$ cat config.mk
export PLATFORM = sky130hd
export DESIGN_NAME = link_tx_framer
export DESIGN_NICKNAME = d
export VERILOG_FILES = /design/src/rtl/link_tx_pkg.sv /design/src/rtl/link_tx_lfsr.sv /design/src/rtl/link_tx_ctrl.sv /design/src/rtl/link_tx_outreg.sv /design/src/rtl/link_tx_framer.sv
export SDC_FILE = /design/constraint.sdc
export NUM_CORES = 1
export LEC_CHECK = 0
export ABC_AREA = 0
export BUFFER_PORTS_ARGS = -buffer_cell sky130_fd_sc_hd__buf_2
export CORE_MARGIN = 3
export CORE_UTILIZATION = 35
export DETAILED_ROUTE_END_ITERATION = 10
export GPL_TIMING_DRIVEN = 0
export PLACE_DENSITY = 0.62
export SYNTH_ARGS = -nofsm -noshare
export SYNTH_HDL_FRONTEND = slang
export SYNTH_HIERARCHICAL = 1
export SYNTH_SLANG_ARGS = --single-unit
export TNS_END_PERCENT = 5
$ cat constraint.sdc
create_clock -name clk_i -period 3.96 [get_ports clk_i]
set_input_delay 0.198 -clock clk_i [delete_from_list [all_inputs] [get_ports clk_i]]
set_output_delay 0.198 -clock clk_i [all_outputs]
set_load 0.1 [all_outputs]
$ cat src/rtl/link_tx_pkg.sv
package link_tx_pkg;
  typedef enum logic [1:0] {
    KIND_ALIGN = 2'b00,
    KIND_IDLE  = 2'b01,
    KIND_SYNC  = 2'b10,
    KIND_DATA  = 2'b11
  } word_kind_e;

  localparam logic [1:0] TYPE_SYNC = 2'b00;
endpackage

$ cat src/rtl/link_tx_lfsr.sv
module link_tx_lfsr #(
  parameter int unsigned       W     = 32,
  parameter int unsigned       STEPS = 32,
  parameter logic [W-1:0]      POLY  = 32'h8000_0057,
  parameter logic [W-1:0]      SEED  = '1
) (
  input  logic         clk_i,
  input  logic         rst_ni,
  input  logic         reseed_i,
  input  logic         adv_i,
  output logic [W-1:0] key_o
);
  logic [W-1:0] state_q, state_nx;

  // STEPS serial shifts folded into one word clock
  always_comb begin
    state_nx = state_q;
    for (int i = 0; i < STEPS; i++) begin
      state_nx = {state_nx[W-2:0], ^(state_nx & POLY)};
    end
  end

  always_ff @(posedge clk_i or negedge rst_ni) begin
    if (!rst_ni)       state_q <= SEED;
    else if (reseed_i) state_q <= SEED;
    else if (adv_i)    state_q <= state_nx;
  end

  assign key_o = state_q;


  reseed_load_chk: assert property (@(posedge clk_i) disable iff (!rst_ni)
    reseed_i |=> key_o == SEED);

  state_hold_chk: assert property (@(posedge clk_i) disable iff (!rst_ni)
    (!reseed_i && !adv_i) |=> $stable(key_o));
  always_comb begin
    assert (!(reseed_i && adv_i));
  end
endmodule

$ cat src/rtl/link_tx_ctrl.sv
module link_tx_ctrl
  import link_tx_pkg::*;
(
  input  logic       clk_i,
  input  logic       rst_ni,
  input  logic       init_req_i,
  input  logic       aligned_i,
  input  logic       tx_en_i,
  input  logic [1:0] tx_type_i,
  output word_kind_e kind_o,
  output logic       seeded_o
);
  logic align_q, in_align, seeded_q;

  assign in_align = init_req_i | (align_q & ~aligned_i);

  always_comb begin
    if (in_align)                    kind_o = KIND_ALIGN;
    else if (!tx_en_i)               kind_o = KIND_IDLE;
    else if (tx_type_i == TYPE_SYNC) kind_o = KIND_SYNC;
    else                             kind_o = KIND_DATA;
  end

  always_ff @(posedge clk_i or negedge rst_ni) begin
    if (!rst_ni) begin
      align_q  <= 1'b1;
      seeded_q <= 1'b0;
    end else begin
      align_q <= in_align;
      if (kind_o == KIND_SYNC) seeded_q <= 1'b1;
    end
  end

  assign seeded_o = seeded_q;


  seeded_sticky_chk: assert property (@(posedge clk_i) disable iff (!rst_ni)
    seeded_q |=> seeded_q);

  init_align_chk: assert property (@(posedge clk_i) disable iff (!rst_ni)
    init_req_i |-> kind_o == KIND_ALIGN);
endmodule

$ cat src/rtl/link_tx_outreg.sv
module link_tx_outreg
  import link_tx_pkg::*;
#(
  parameter int unsigned  W          = 32,
  parameter logic [W-1:0] ALIGN_WORD = '0,
  parameter logic [W-1:0] IDLE_WORD  = '0,
  parameter logic [W-1:0] SYNC_WORD  = '0
) (
  input  logic         clk_i,
  input  logic         rst_ni,
  input  word_kind_e   kind_i,
  input  logic [W-1:0] data_i,
  input  logic [W-1:0] key_i,
  input  logic         seeded_i,
  output logic [W-1:0] word_o,
  output logic [1:0]   kind_o,
  output logic         err_o
);
  logic [W-1:0] word_d;

  always_comb begin
    unique case (kind_i)
      KIND_ALIGN: word_d = ALIGN_WORD;
      KIND_IDLE:  word_d = IDLE_WORD;
      KIND_SYNC:  word_d = SYNC_WORD;
      default:    word_d = data_i ^ key_i;
    endcase
  end

  always_ff @(posedge clk_i or negedge rst_ni) begin
    if (!rst_ni) begin
      word_o <= ALIGN_WORD;
      kind_o <= KIND_ALIGN;
      err_o  <= 1'b0;
    end else begin
      word_o <= word_d;
      kind_o <= kind_i;
      err_o  <= (kind_i == KIND_DATA) && !seeded_i;
    end
  end


  err_on_data_chk: assert property (@(posedge clk_i) disable iff (!rst_ni)
    err_o |-> kind_o == KIND_DATA);

  kind_latency_chk: assert property (@(posedge clk_i) disable iff (!rst_ni)
    1'b1 |=> kind_o == $past(kind_i));
endmodule

$ cat src/rtl/link_tx_framer.sv
module link_tx_framer
  import link_tx_pkg::*;
#(
  parameter int unsigned  W          = 32,
  parameter logic [W-1:0] ALIGN_WORD = 32'hF628_F628,
  parameter logic [W-1:0] IDLE_WORD  = 32'h0F0F_5A5A,
  parameter logic [W-1:0] SYNC_WORD  = 32'hC33C_A55A,
  parameter logic [W-1:0] LFSR_POLY  = 32'h8000_0057,
  parameter logic [W-1:0] LFSR_SEED  = 32'hFFFF_FFFF
) (
  input  logic         clk_i,
  input  logic         rst_ni,
  input  logic         init_req_i,
  input  logic         aligned_i,
  input  logic         tx_en_i,
  input  logic [1:0]   tx_type_i,
  input  logic [W-1:0] tx_data_i,
  output logic [W-1:0] tx_word_o,
  output logic [1:0]   tx_kind_o,
  output logic         unseeded_o,
  output logic         data_err_o
);
  localparam int unsigned STEPS = W;

  word_kind_e   kind;
  logic         seeded;
  logic [W-1:0] key;

  link_tx_ctrl u_ctrl (
    .clk_i, .rst_ni, .init_req_i, .aligned_i, .tx_en_i, .tx_type_i,
    .kind_o(kind), .seeded_o(seeded)
  );

  link_tx_lfsr #(.W(W), .STEPS(STEPS), .POLY(LFSR_POLY), .SEED(LFSR_SEED)) u_lfsr (
    .clk_i, .rst_ni,
    .reseed_i(kind == KIND_SYNC),
    .adv_i   (kind == KIND_DATA),
    .key_o   (key)
  );

  link_tx_outreg #(.W(W), .ALIGN_WORD(ALIGN_WORD), .IDLE_WORD(IDLE_WORD),
                   .SYNC_WORD(SYNC_WORD)) u_out (
    .clk_i, .rst_ni,
    .kind_i(kind), .data_i(tx_data_i), .key_i(key), .seeded_i(seeded),
    .word_o(tx_word_o), .kind_o(tx_kind_o), .err_o(data_err_o)
  );

  assign unseeded_o = !seeded;


  sync_seeds_chk: assert property (@(posedge clk_i) disable iff (!rst_ni)
    tx_kind_o == KIND_SYNC |-> !unseeded_o);

  idle_word_chk: assert property (@(posedge clk_i) disable iff (!rst_ni)
    (kind == KIND_IDLE) |=> tx_word_o == IDLE_WORD);

  init_req_chk: assert property (@(posedge clk_i) disable iff (!rst_ni)
    init_req_i |=> tx_kind_o == KIND_ALIGN && tx_word_o == ALIGN_WORD);
endmodule

# After elaboration in Yosys (flattened, before gate mapping)

Index checks and enable logic that the tools add are counted.
Widths: inputs -> output; s select.

$add $sub $neg: 0
Multipliers: 0
Divide/modulo/power cells: 0
Order comparisons: 0
Equality and inequality tests: 3
Shift-type cells: 0
Muxes and demuxes: 6
Bitwise operators: 4
Reductions and logical operators: 37

Operators by type and width:

| kind               | number |
|---|---|
| $reduce_xor 32->1  | 32 |
| $pmux 32 s3        | 1 |
| $mux 32            | 2 |
| $xor 32x32->32     | 1 |
| $eq 2x2->1 const B | 2 |
| $logic_not 2->1    | 2 |
| $mux 2             | 2 |
| $eq 2x1->1 const B | 1 |
| $reduce_bool 2->1  | 1 |
| $and 1x1->1        | 1 |
| $logic_and 1x1->1  | 1 |
| $logic_not 1->1    | 1 |
| $mux 1             | 1 |
| $not 1->1          | 1 |
| $or 1x1->1         | 1 |

Register bits after elaboration: 69
Bits in latches: 0
RAM bits: 0
Bits in read-only memories: 0
Input bits: 39
Output and inout port bits: 36
Word-level logic and storage cells: 56
Memories kept: 0

# Longest topological paths before layout

Gate-level depths: netlist of the first run.

Depth after elaboration: 34
Gate-level depth with buffers: 10

# Modules after synthesis

The synthesis of the first run kept the hierarchy.

By module, submodules not included:

| module         | times used | cells each | area an instance (um^2) |
|---|---|---|---|
| link_tx_lfsr   | 1          | 247        | 2839.0 |
| link_tx_outreg | 1          | 117        | 1571.5 |
| link_tx_ctrl   | 1          | 10         | 110.1 |
| link_tx_framer | 1          | 3          | 20.0 |

# Worst setup path after synthesis of the first run

OpenSTA, ideal clock, no wires.

Path kind: register -> register
Start point: register u_lfsr.state_q[4], in the netlist u_lfsr/key_o[4]
End point: register u_lfsr.state_q[5], in the netlist u_lfsr/key_o[5]
Library setup time: 0.070 ns
Arrival: 3.353 ns
Data required time: 3.890 ns
Setup slack: 0.537 ns
Cell stages (with the launch flop): 11
Clock period less this slack: 3.423 ns
Path through: dfstp_2 buf_6 xor3_2 xor3_2 xnor2_4 xnor2_2 xnor3_2 xor3_2 xnor2_2 and3_1 o21bai_2

Longest elaborated chain between the ends: 29

Ends and longest elaborated chain:

| item                             | RTL line           | source |
|---|---|---|
| from (decl)                      | link_tx_lfsr.sv:13 | `logic [W-1:0] state_q, state_nx;` |
| from (signal assigned)           | link_tx_lfsr.sv:26 | `else if (adv_i) state_q <= state_nx;` |
| $reduce_xor 32->1 (26 in series) | link_tx_lfsr.sv:19 | `state_nx = {state_nx[W-2:0], ^(state_nx & POLY)};` |
| $reduce_xor 32->1 (*)            | link_tx_lfsr.sv:19 |  |
| $mux 32 (*)                      | link_tx_lfsr.sv:26 |  |
| $mux 32 (*)                      | link_tx_lfsr.sv:25 | `else if (reseed_i) state_q <= SEED;` |

Mark *: on every way between the ends. The rest lies on a longest branch, timed or not. The select of a mux whose other input is x is not followed.
A chain may end at the register's enable or synchronous reset.

# Final worst setup path of the first run

Ends and elaborated chain as after synthesis.

==> results.tsv, run 1 <==
stage	metric	value	unit
outcome	status	finished with violations	
outcome	failing checks	negative hold slack	
yosys	Post-synth EDFFs	0	
sta	worst hold margin	-0.0111	ns
critical_path	required time worst endpoint	4.23	ns
floorplanning	I/O pin cnt	75	
critical_path	crit-path cells	buf_6, xor3_2, xor3_2, xnor2_4, xnor2_2, xnor3_2, xor3_2, xnor2_2, and3_1, o21bai_2	
yosys	Mean Syn Cell Area	12.0	um^2
sta	post-route minimum period	3.70	ns
clocking	cts repair resizes	0	
critical_path	path depth of the worst reg2reg path	10	
routing	WL/cell	16.8	um
yosys	Netlist cell types	47	
grt	antenna violations before repair	0	
critical_path	Worst EP arrival	3.96	ns
sta	Final Max Slew Viols	0	
placed_design	I/O Buffers	74	
clocking	CTS tree	built	
floorplanning	core area	12400	um^2
floorplanning	Rows	40	
critical_path	Worst setup SP type	flip-flop	
sta	worst-margin pin slew	0.875	ns
sta	final hold violations	6	
final_layout	Layout area overhead	20.0	%
grt	largest net degree at the start of global routing	70	
run	max-cap viol count	0	
floorplanning	die area	14400	um^2
clocking	root buf cell	clkbuf_16	
hold_path	Hold/Removal Path Class	input port to asynchronous set/reset pin	
yosys	synth top area cells	dfstp_2, xnor2_1, dfrtp_1	
yosys	Yosys reg bits	69	
grt	gr usage total	15.5	%
final_layout	final layout net count	506	
sta	RSZ-0062 raised after global routing	false	
yosys	Mapped Nets	421	
yosys	Mapped Area	4540	um^2
routing	DRC	0	
sta	final setup vio count	0	
routing	initial drt markers	130	
sta	setup TNS	0	ns
yosys	post-synthesis sequential area ratio	39.4	%
critical_path	Worst R2R End	u_lfsr/key_o[5]	
final_layout	Layout fillers	1210	
sta	normalized max-slew margin	41.6	%
placed_design	GPL Wtd Cong	0.886	
critical_path	CP peak stage delay	0.55	ns
critical_path	reg2reg start	u_lfsr/key_o[4]	
clocking	Clk Latency, worst-skew pair	0.33	ns
yosys	ys flop type	dfstp_2	
routing	Post-DRT Antenna Nets	0	
routing	via count	2952	
critical_path	CP Capture Type	flip-flop	
placed_design	dpl hpwl	7920	um
clocking	Num Clock Sinks	69	
sta	Final period util	93.4	%
clocking	Setup Fix Bufs, Post-CTS	0	
yosys	FFs w/ async S/R, synth	100	%
yosys	Synth top area share	28.4	%
yosys	Post-Synthesis Cells	377	
routing	vias per cell	4.65	
clocking	clk slew on worst S/H paths	0.06	ns
clocking	Hold Buf Count CTS	0	
clocking	CTS Buffer Depth	2	
floorplanning	Starting Density	36.7	%
grt	GRT overflow	0	
sta	skew final	0.00570	ns
final_layout	Multi-input gate area	2600	um^2
critical_path	Max Fanout on Critical Path	6	
critical_path	critical path's slowest cell	dfstp_2	
grt	number of global-route vias before repair	3102	
routing	Routed WL	10600	um
critical_path	r2r setup slk	0.26	ns
clocking	cts bufs inserted	9	
yosys	synthesis warning total	6	
grt	first-pass GRT wire length	17000	um
yosys	biggest area consumer among synthesized cells	dfstp_2	
floorplanning	Die Y-Extent	120	um
clocking	H-tree depth	3	
final_layout	layout cell share with drive strength beyond 1	42.0	%
routing	First-pass DRT Iterations	4	
final_layout	register area	1790	um^2
final_layout	n_diodes	0	
critical_path	Most Frequent Cell on Critical Path	xor3_2	
sta	maximum clock rate	270	MHz
floorplanning	die outline width	120	um
critical_path	critical path class	flip-flop to flip-flop	
-- cell usage after synthesis, types with 7 or more instances --
master and instances:
nor2b_1 13, a21oi_2 9, a21oi_1 27, xnor2_2 7
xnor2_1 93, clkbuf_1 9, nand2_1 9, a211o_1 10
or2_2 7, o21bai_1 7, nor2_1 10, xor2_1 25
dfrtp_1 20, dfstp_2 49
-- placed cells by master, fill, tap and decap left out, drive strengths merged, types with 5 or more instances in the layout --
cell type and n:
xnor2 103, buf 85, dfstp 49, a21oi 36
xor2 27, clkbuf 21, dfrtp 20, nor2b 13
nor2 13, a211o 11, nand2 9, xnor3 9
xor3 9, o21bai 8, or2 7, and3 7
inv 6, and2 6, nand2b 5, ha 5
-- layer usage --
layer / track usage (%) / part of all wire (%)
met1: 20.3 / 44
met2: 25.7 / 50
met3: 3.25 / 5.4
met4: 5.01 / 1.1
met5: 0 / 0
-- critical path: cells and delay by family (launching register included) --
kind / cells / cell delay (ns)
flops: 1 / 0.55
simple gates: 1 / 0.19
compound gates: 1 / 0.10
buf+inv: 1 / 0.13
xor+xnor: 7 / 2.65
-- through the flow --
stage	cells	hold WS [ns]	setup WS, ns	instance area [um^2]	util (%)
2_1_floorplan	377	-0.0976	0.537	4540	-
3_3_place_gp	619	0.406	0.295	5120	41.4
3_5_place_dp	619	0.385	0.276	5120	41.4
4_1_cts	635	0.0233	0.252	5450	44.1
5_1_grt	635	0.0512	0.150	5450	44.1
6_report	635	-0.0111	0.261	5450	44.1
-- cells by family (layout without fill, tap and decap cells) --
kind of cell	after synthesis	in the layout	share of synthesized area (%)
AOI/OAI and AO/OA	62	62	9.45
xor gates and xnor gates	148	148	37.2
adders and majority gates	5	5	1.38
buffers and inverters	26	116	3.39
DFF	69	69	39.4
and+or+nand+nor	67	67	9.20
-- sequential cells by signal, summed over array words and instances (netlist names) --
register / cells
u_lfsr/key_o: 32
u_ctrl/align_q: 1
u_ctrl/seeded_o: 1
u_out/kind_o: 2
u_out/err_o: 1
u_out/word_o: 32
-- final cells by class --
cell class                 count  area share (%)
multi-input combinational    282            47.7
clock inverter                 4            1.29
timing repair buffer          74            6.84
inverter                       6           0.413
clock buffer                  12            4.71
tap                          168            3.86
sequential                    69            32.8
buffer                        20            2.41
-- worst max path at each step --
stage	start	endpoint	slack, ns	cells after the start
global route	u_lfsr/key_o[4]	u_lfsr/key_o[5]	0.15	10
CTS	u_lfsr/key_o[4]	u_lfsr/key_o[5]	0.25	10
global placement	u_lfsr/key_o[2]	u_lfsr/key_o[5]	0.30	10
finish	u_lfsr/key_o[4]	u_lfsr/key_o[5]	0.26	10
floorplan	u_lfsr/key_o[4]	u_lfsr/key_o[5]	0.54	10
detailed placement	u_lfsr/key_o[4]	u_lfsr/key_o[5]	0.28	10
Power of run 1 is not shown: default switching activity piles up to over one toggle a cycle in this logic, so the estimate is an artifact.
==> inputs of run 2 (changes only) <==
==> constraint.sdc (replaced) <==
create_clock -name clk_i -period 3.96 [get_ports clk_i]
set_input_delay 0 -clock clk_i [delete_from_list [all_inputs] [get_ports clk_i]]
set_output_delay 0 -clock clk_i [all_outputs]
set_load 0.1 [all_outputs]
==> run 2 against run 1 <==
  * Largest cell class unchanged
  * Setup slack improved by 0.0014 ns
  * Worst hold slack improved by 0.039 ns
  * Critical path depth unchanged
  * Count of clock-buffer cells in the layout is the same
  * Sequential share of layout area decreased by 2.0 points
  * Cell count increased by 5.7%
  * Via count up 4.3%
  * Die area stayed put
  * Cell area up 6.6%
  * The flow now finishes without violations
==> results.tsv, run 2 (same netlist as run 1, synthesis figures left out) <==
stage	metric	value	unit
sta	setup TNS	0	ns
final_layout	Layout area overhead	28.0	%
routing	Post-DRT Antenna Nets	0	
hold_path	hold_sp	tx_en_i	
final_layout	n_diodes	0	
critical_path	path depth of the worst reg2reg path	10	
critical_path	reg2reg start	u_lfsr/key_o[4]	
critical_path	Crit path depth	10	
clocking	clk slew on worst S/H paths	0.06	ns
routing	Routed WL	11000	um
critical_path	crit-path cells	buf_6, xor3_2, xor3_2, xnor2_4, xnor2_2, xnor3_2, xor3_2, xnor2_2, and3_1, o21bai_2	
critical_path	crit path buf inv count	1	
floorplanning	die area	14400	um^2
floorplanning	Die Y-Extent	120	um
critical_path	Max Fanout on Critical Path	6	
sta	maximum clock rate	270	MHz
final_layout	register area	1790	um^2
final_layout	Layout fillers	1171	
clocking	cts bufs inserted	9	
critical_path	r2r setup slk	0.26	ns
critical_path	Worst path top cell family by delay	XOR/XNOR gates	
floorplanning	die outline width	120	um
critical_path	Most Frequent Cell on Critical Path	xor3_2	
hold_path	Hold/Removal Path Class	input port to flip-flop	
critical_path	CP peak stage delay	0.55	ns
routing	DRC	0	
outcome	status	completed	
floorplanning	Starting Density	36.7	%
sta	normalized max-slew margin	41.4	%
final_layout	commonest non-fill, non-tap cell in the layout	xnor2_1	
placed_design	I/O Buffers	74	
run	max-cap viol count	0	
sta	final setup vio count	0	
placed_design	GPL Wtd Cong	0.886	
sta	RSZ-0062 raised after global routing	false	
clocking	cts repair resizes	0	
critical_path	critical path's slowest cell	dfstp_2	
grt	GRT overflow	0	
critical_path	critical path class	flip-flop to flip-flop	
sta	worst-margin pin slew	0.879	ns
routing	First-pass DRT Iterations	4	
floorplanning	Rows	40	
routing	WL/cell	16.4	um
clocking	H-tree depth	3	
grt	gr usage total	16.1	%
clocking	CTS tree	built	
grt	antenna violations before repair	0	
clocking	Num Clock Sinks	69	
critical_path	Worst setup SP type	flip-flop	
routing	via count	3079	
clocking	root buf cell	clkbuf_16	
critical_path	required time worst endpoint	4.23	ns
sta	skew final	0.00539	ns
floorplanning	I/O pin cnt	75	
clocking	Clk Latency, worst-skew pair	0.33	ns
routing	vias per cell	4.59	
sta	Final Max Slew Viols	0	
clocking	CTS Buffer Depth	2	
placed_design	dpl hpwl	7920	um
hold_path	Worst Hold End	u_out/kind_o[0]	
critical_path	CP Capture Type	flip-flop	
sta	final hold violations	0	
final_layout	commonest cells after routing, fill and taps aside	xnor2_1, buf_2, dfstp_2	
routing	initial drt markers	144	
final_layout	Multi-input gate area	2600	um^2
critical_path	Worst R2R End	u_lfsr/key_o[5]	
sta	post-route minimum period	3.70	ns
critical_path	Worst EP arrival	3.96	ns
sta	Final period util	93.4	%
final_layout	layout cell share with drive strength beyond 1	39.0	%
grt	first-pass GRT wire length	17700	um
floorplanning	core area	12400	um^2
grt	number of global-route vias before repair	3288	
grt	largest net degree at the start of global routing	70	
hold_path	worst hold stages	2	
final_layout	final layout net count	542	
-- run 2: cell count changes in the layout (fill, tap and decap cells not counted), sizes merged --
cell / previous run / this run
dlygate4sd3: 0 / 36
-- run 2: final cells by class --
class / instances / share of cell area, %
Clock buffer: 12 / 4.41
Inverter: 6 / 0.388
Tap cell: 168 / 3.62
Clock inverter: 4 / 1.21
Sequential cell: 69 / 30.8
Multi-Input combinational cell: 282 / 44.7
Buffer: 20 / 2.26
Timing Repair Buffer: 110 / 12.6
-- run 2: per-stage QoR --
stage / cells / hold slack (ns) / util, % / area (um^2) / setup WS (ns)
after global routing: 671 / 0.0551 / 47.0 / 5810 / 0.150
after CTS: 671 / 0.0302 / 47.0 / 5810 / 0.252
after floorplan: 377 / -0.296 / - / 4540 / 0.537
after global placement: 619 / 0.208 / 41.4 / 5120 / 0.295
final: 671 / 0.0279 / 47.0 / 5810 / 0.263
after detailed placement: 619 / 0.187 / 41.4 / 5120 / 0.276
-- run 2: repair_timing --
| item | 4_1_cts | 5_1_grt |
|---|---|---|
| buffers inserted | 0 | 0 |
| hold buffers | 36 | 0 |
| endpoints found under the hold margin | 56 | 0 |
-- run 2: worst max-delay path by stage --
stage / start / endpoint / slack, ns
2_1_floorplan: u_lfsr/key_o[4] / u_lfsr/key_o[5] / 0.54
3_3_place_gp: u_lfsr/key_o[2] / u_lfsr/key_o[5] / 0.30
3_5_place_dp: u_lfsr/key_o[4] / u_lfsr/key_o[5] / 0.28
4_1_cts: u_lfsr/key_o[4] / u_lfsr/key_o[5] / 0.25
5_1_grt: u_lfsr/key_o[4] / u_lfsr/key_o[5] / 0.15
6_report: u_lfsr/key_o[4] / u_lfsr/key_o[5] / 0.26
-- run 2: per-layer routing --
metal / wire length [um] / vias to the layer above / part of all wire, % / GRT usage [%]
met5: 0 / - / 0 / 0
met4: 118 / 0 / 1.1 / 5.01
met3: 497 / 11 / 4.5 / 3.16
met2: 5490 / 74 / 50 / 27.0
met1: 4860 / 1515 / 44 / 21.0
li1: - / 1479 / - / -
-- run 2: worst reg2reg max path: cells and delay by family, from the launching register on --
family                 cells  cell delay [ns]
AO/OA/AOI/OAI              1             0.10
buffers and inverters      1             0.13
AND/OR/NAND/NOR            1             0.19
flip-flops                 1             0.55
XOR/XNOR                   7             2.67
Power of run 2 is left out for the same reason.
==> inputs of run 3 (changes only) <==
clock period = 3.7 ns   (was 3.96 ns; I/O delays follow)
==> run 3 against run 2 <==
  * Sequential share of layout area is 0.52 points lower
  * Routed wire length is 0.86% higher
  * Critical endpoint unchanged
  * Register-to-register slack worse by 0.18 ns
  * Cell area is 1.7% higher
  * First-iteration DRC count is 10% higher
  * Die area stayed put
  * Critical path depth is 1 lower
  * Via count is 0.39% higher
  * Sequential cell count stayed put
==> results.tsv, run 3 (same netlist as run 1, synthesis figures left out) <==
stage	metric	value	unit
routing	via count	3091	
final_layout	non-filler instance count after layout	676	
critical_path	path depth of the worst reg2reg path	9	
floorplanning	die outline width	120	um
critical_path	Worst EP arrival	3.88	ns
final_layout	final layout net count	547	
final_layout	commonest non-fill, non-tap cell in the layout	xnor2_1	
final_layout	Final Cell Area	5910	um^2
clocking	CTS tree	built	
run	max-cap viol count	0	
placed_design	dpl hpwl	7920	um
clocking	Clk Latency, worst-skew pair	0.33	ns
final_layout	n_diodes	0	
final_layout	Layout fillers	1150	
grt	number of global-route vias before repair	3292	
clocking	Num Clock Sinks	69	
routing	initial drt markers	159	
critical_path	Crit path depth	9	
routing	vias per cell	4.57	
sta	normalized max-slew margin	41.4	%
floorplanning	Die Y-Extent	120	um
routing	WL/cell	16.4	um
clocking	CTS Buffer Depth	2	
floorplanning	I/O pin cnt	75	
critical_path	Worst path top cell family by delay	XOR/XNOR gates	
routing	DRC	0	
grt	first-pass GRT wire length	17700	um
floorplanning	core area	12400	um^2
routing	Routed WL	11100	um
critical_path	reg2reg start	u_lfsr/key_o[0]	
clocking	cts bufs inserted	9	
critical_path	required time worst endpoint	3.97	ns
critical_path	CP peak stage delay	0.59	ns
final_layout	Multi-input gate area	2660	um^2
floorplanning	Rows	40	
critical_path	Critical Path Start	u_lfsr/key_o[0]	
placed_design	I/O Buffers	74	
routing	Post-DRT Antenna Nets	0	
grt	GRT overflow	0	
hold_path	Hold/Removal Path Class	input port to flip-flop	
sta	skew final	0.00475	ns
sta	maximum clock rate	277	MHz
grt	largest net degree at the start of global routing	70	
critical_path	critical path's slowest cell	dfstp_2	
clocking	H-tree depth	3	
placed_design	GPL Wtd Cong	0.886	
critical_path	r2r setup slk	0.08	ns
outcome	status	completed	
critical_path	crit path buf inv count	0	
sta	post-route minimum period	3.62	ns
critical_path	crit-path cells	xor3_2, xor3_2, xnor3_2, xnor2_2, xnor3_2, xor3_2, xnor2_2, and3_1, o21bai_2	
sta	final setup vio count	0	
floorplanning	Starting Density	36.7	%
placed_design	Placement Cell Area	5120	um^2
sta	worst-margin pin slew	0.879	ns
critical_path	Worst setup SP type	flip-flop	
sta	Final Max Slew Viols	0	
placed_design	Cell Count Post-Placement	619	
sta	setup TNS	0	ns
routing	First-pass DRT Iterations	4	
critical_path	critical path class	flip-flop to flip-flop	
critical_path	Most Frequent Cell on Critical Path	xor3_2	
critical_path	Max Fanout on Critical Path	7	
sta	final hold violations	0	
final_layout	commonest cells after routing, fill and taps aside	xnor2_1, buf_2, dfstp_2	
critical_path	CP Capture Type	flip-flop	
hold_path	worst hold stages	2	
sta	RSZ-0062 raised after global routing	true	
final_layout	register area	1790	um^2
final_layout	final core utilization	47.8	%
clocking	clk slew on worst S/H paths	0.05	ns
critical_path	CP endpoint	u_lfsr/key_o[5]	
clocking	root buf cell	clkbuf_16	
final_layout	layout cell share with drive strength beyond 1	41.1	%
final_layout	Layout area overhead	30.2	%
sta	Final period util	97.7	%
grt	gr usage total	16.1	%
grt	antenna violations before repair	0	
floorplanning	die area	14400	um^2
critical_path	Worst R2R End	u_lfsr/key_o[5]	
## run 3: per-stage QoR
| step | hold slack, ns | worst slack [ns] |
|---|---|---|
| after CTS | 0.0302 | 0.0179 |
| after floorplan | -0.296 | 0.277 |
| after global placement | 0.208 | 0.0351 |
| after global routing | 0.0551 | -0.0166 |
| after detailed placement | 0.187 | 0.0159 |
| final | 0.0274 | 0.0847 |
## run 3: cell type report
cell class / instances / area share, %
multi-input combinational: 282 / 44.9
buffer: 18 / 2.07
clock inverter: 4 / 1.19
clock buffer: 12 / 4.34
sequential: 69 / 30.2
tap: 168 / 3.56
inverter: 6 / 0.381
timing repair buffer: 117 / 13.3
## run 3: metal layers
| metal | GRT usage [%] | up-vias | routed length [um] |
|---|---|---|---|
| li1 | - | 1485 | - |
| met4 | 5.01 | 0 | 118 |
| met2 | 27.0 | 71 | 5600 |
| met5 | 0 | - | 0 |
| met1 | 21.0 | 1524 | 4880 |
| met3 | 3.16 | 11 | 476 |
## run 3: how the worst min path moves through the flow
stage / from / endpoint
finish: tx_en_i / u_out/kind_o[0]
global placement: tx_type_i[1] / u_ctrl/seeded_o
CTS: tx_en_i / u_out/kind_o[0]
floorplan: rst_ni / u_ctrl/seeded_o
global route: tx_en_i / u_out/kind_o[0]
detailed placement: rst_ni / u_out/word_o[1]
## run 3: what timing repair did
item	CTS	global route
endpoints found under the hold margin	56	0
endpoints found under the setup margin	1	3
setup buffers	0	7
hold buffers	36	0
gates resized for setup	1	8
pin swaps	0	5
Power of run 3 is left out for the same reason.
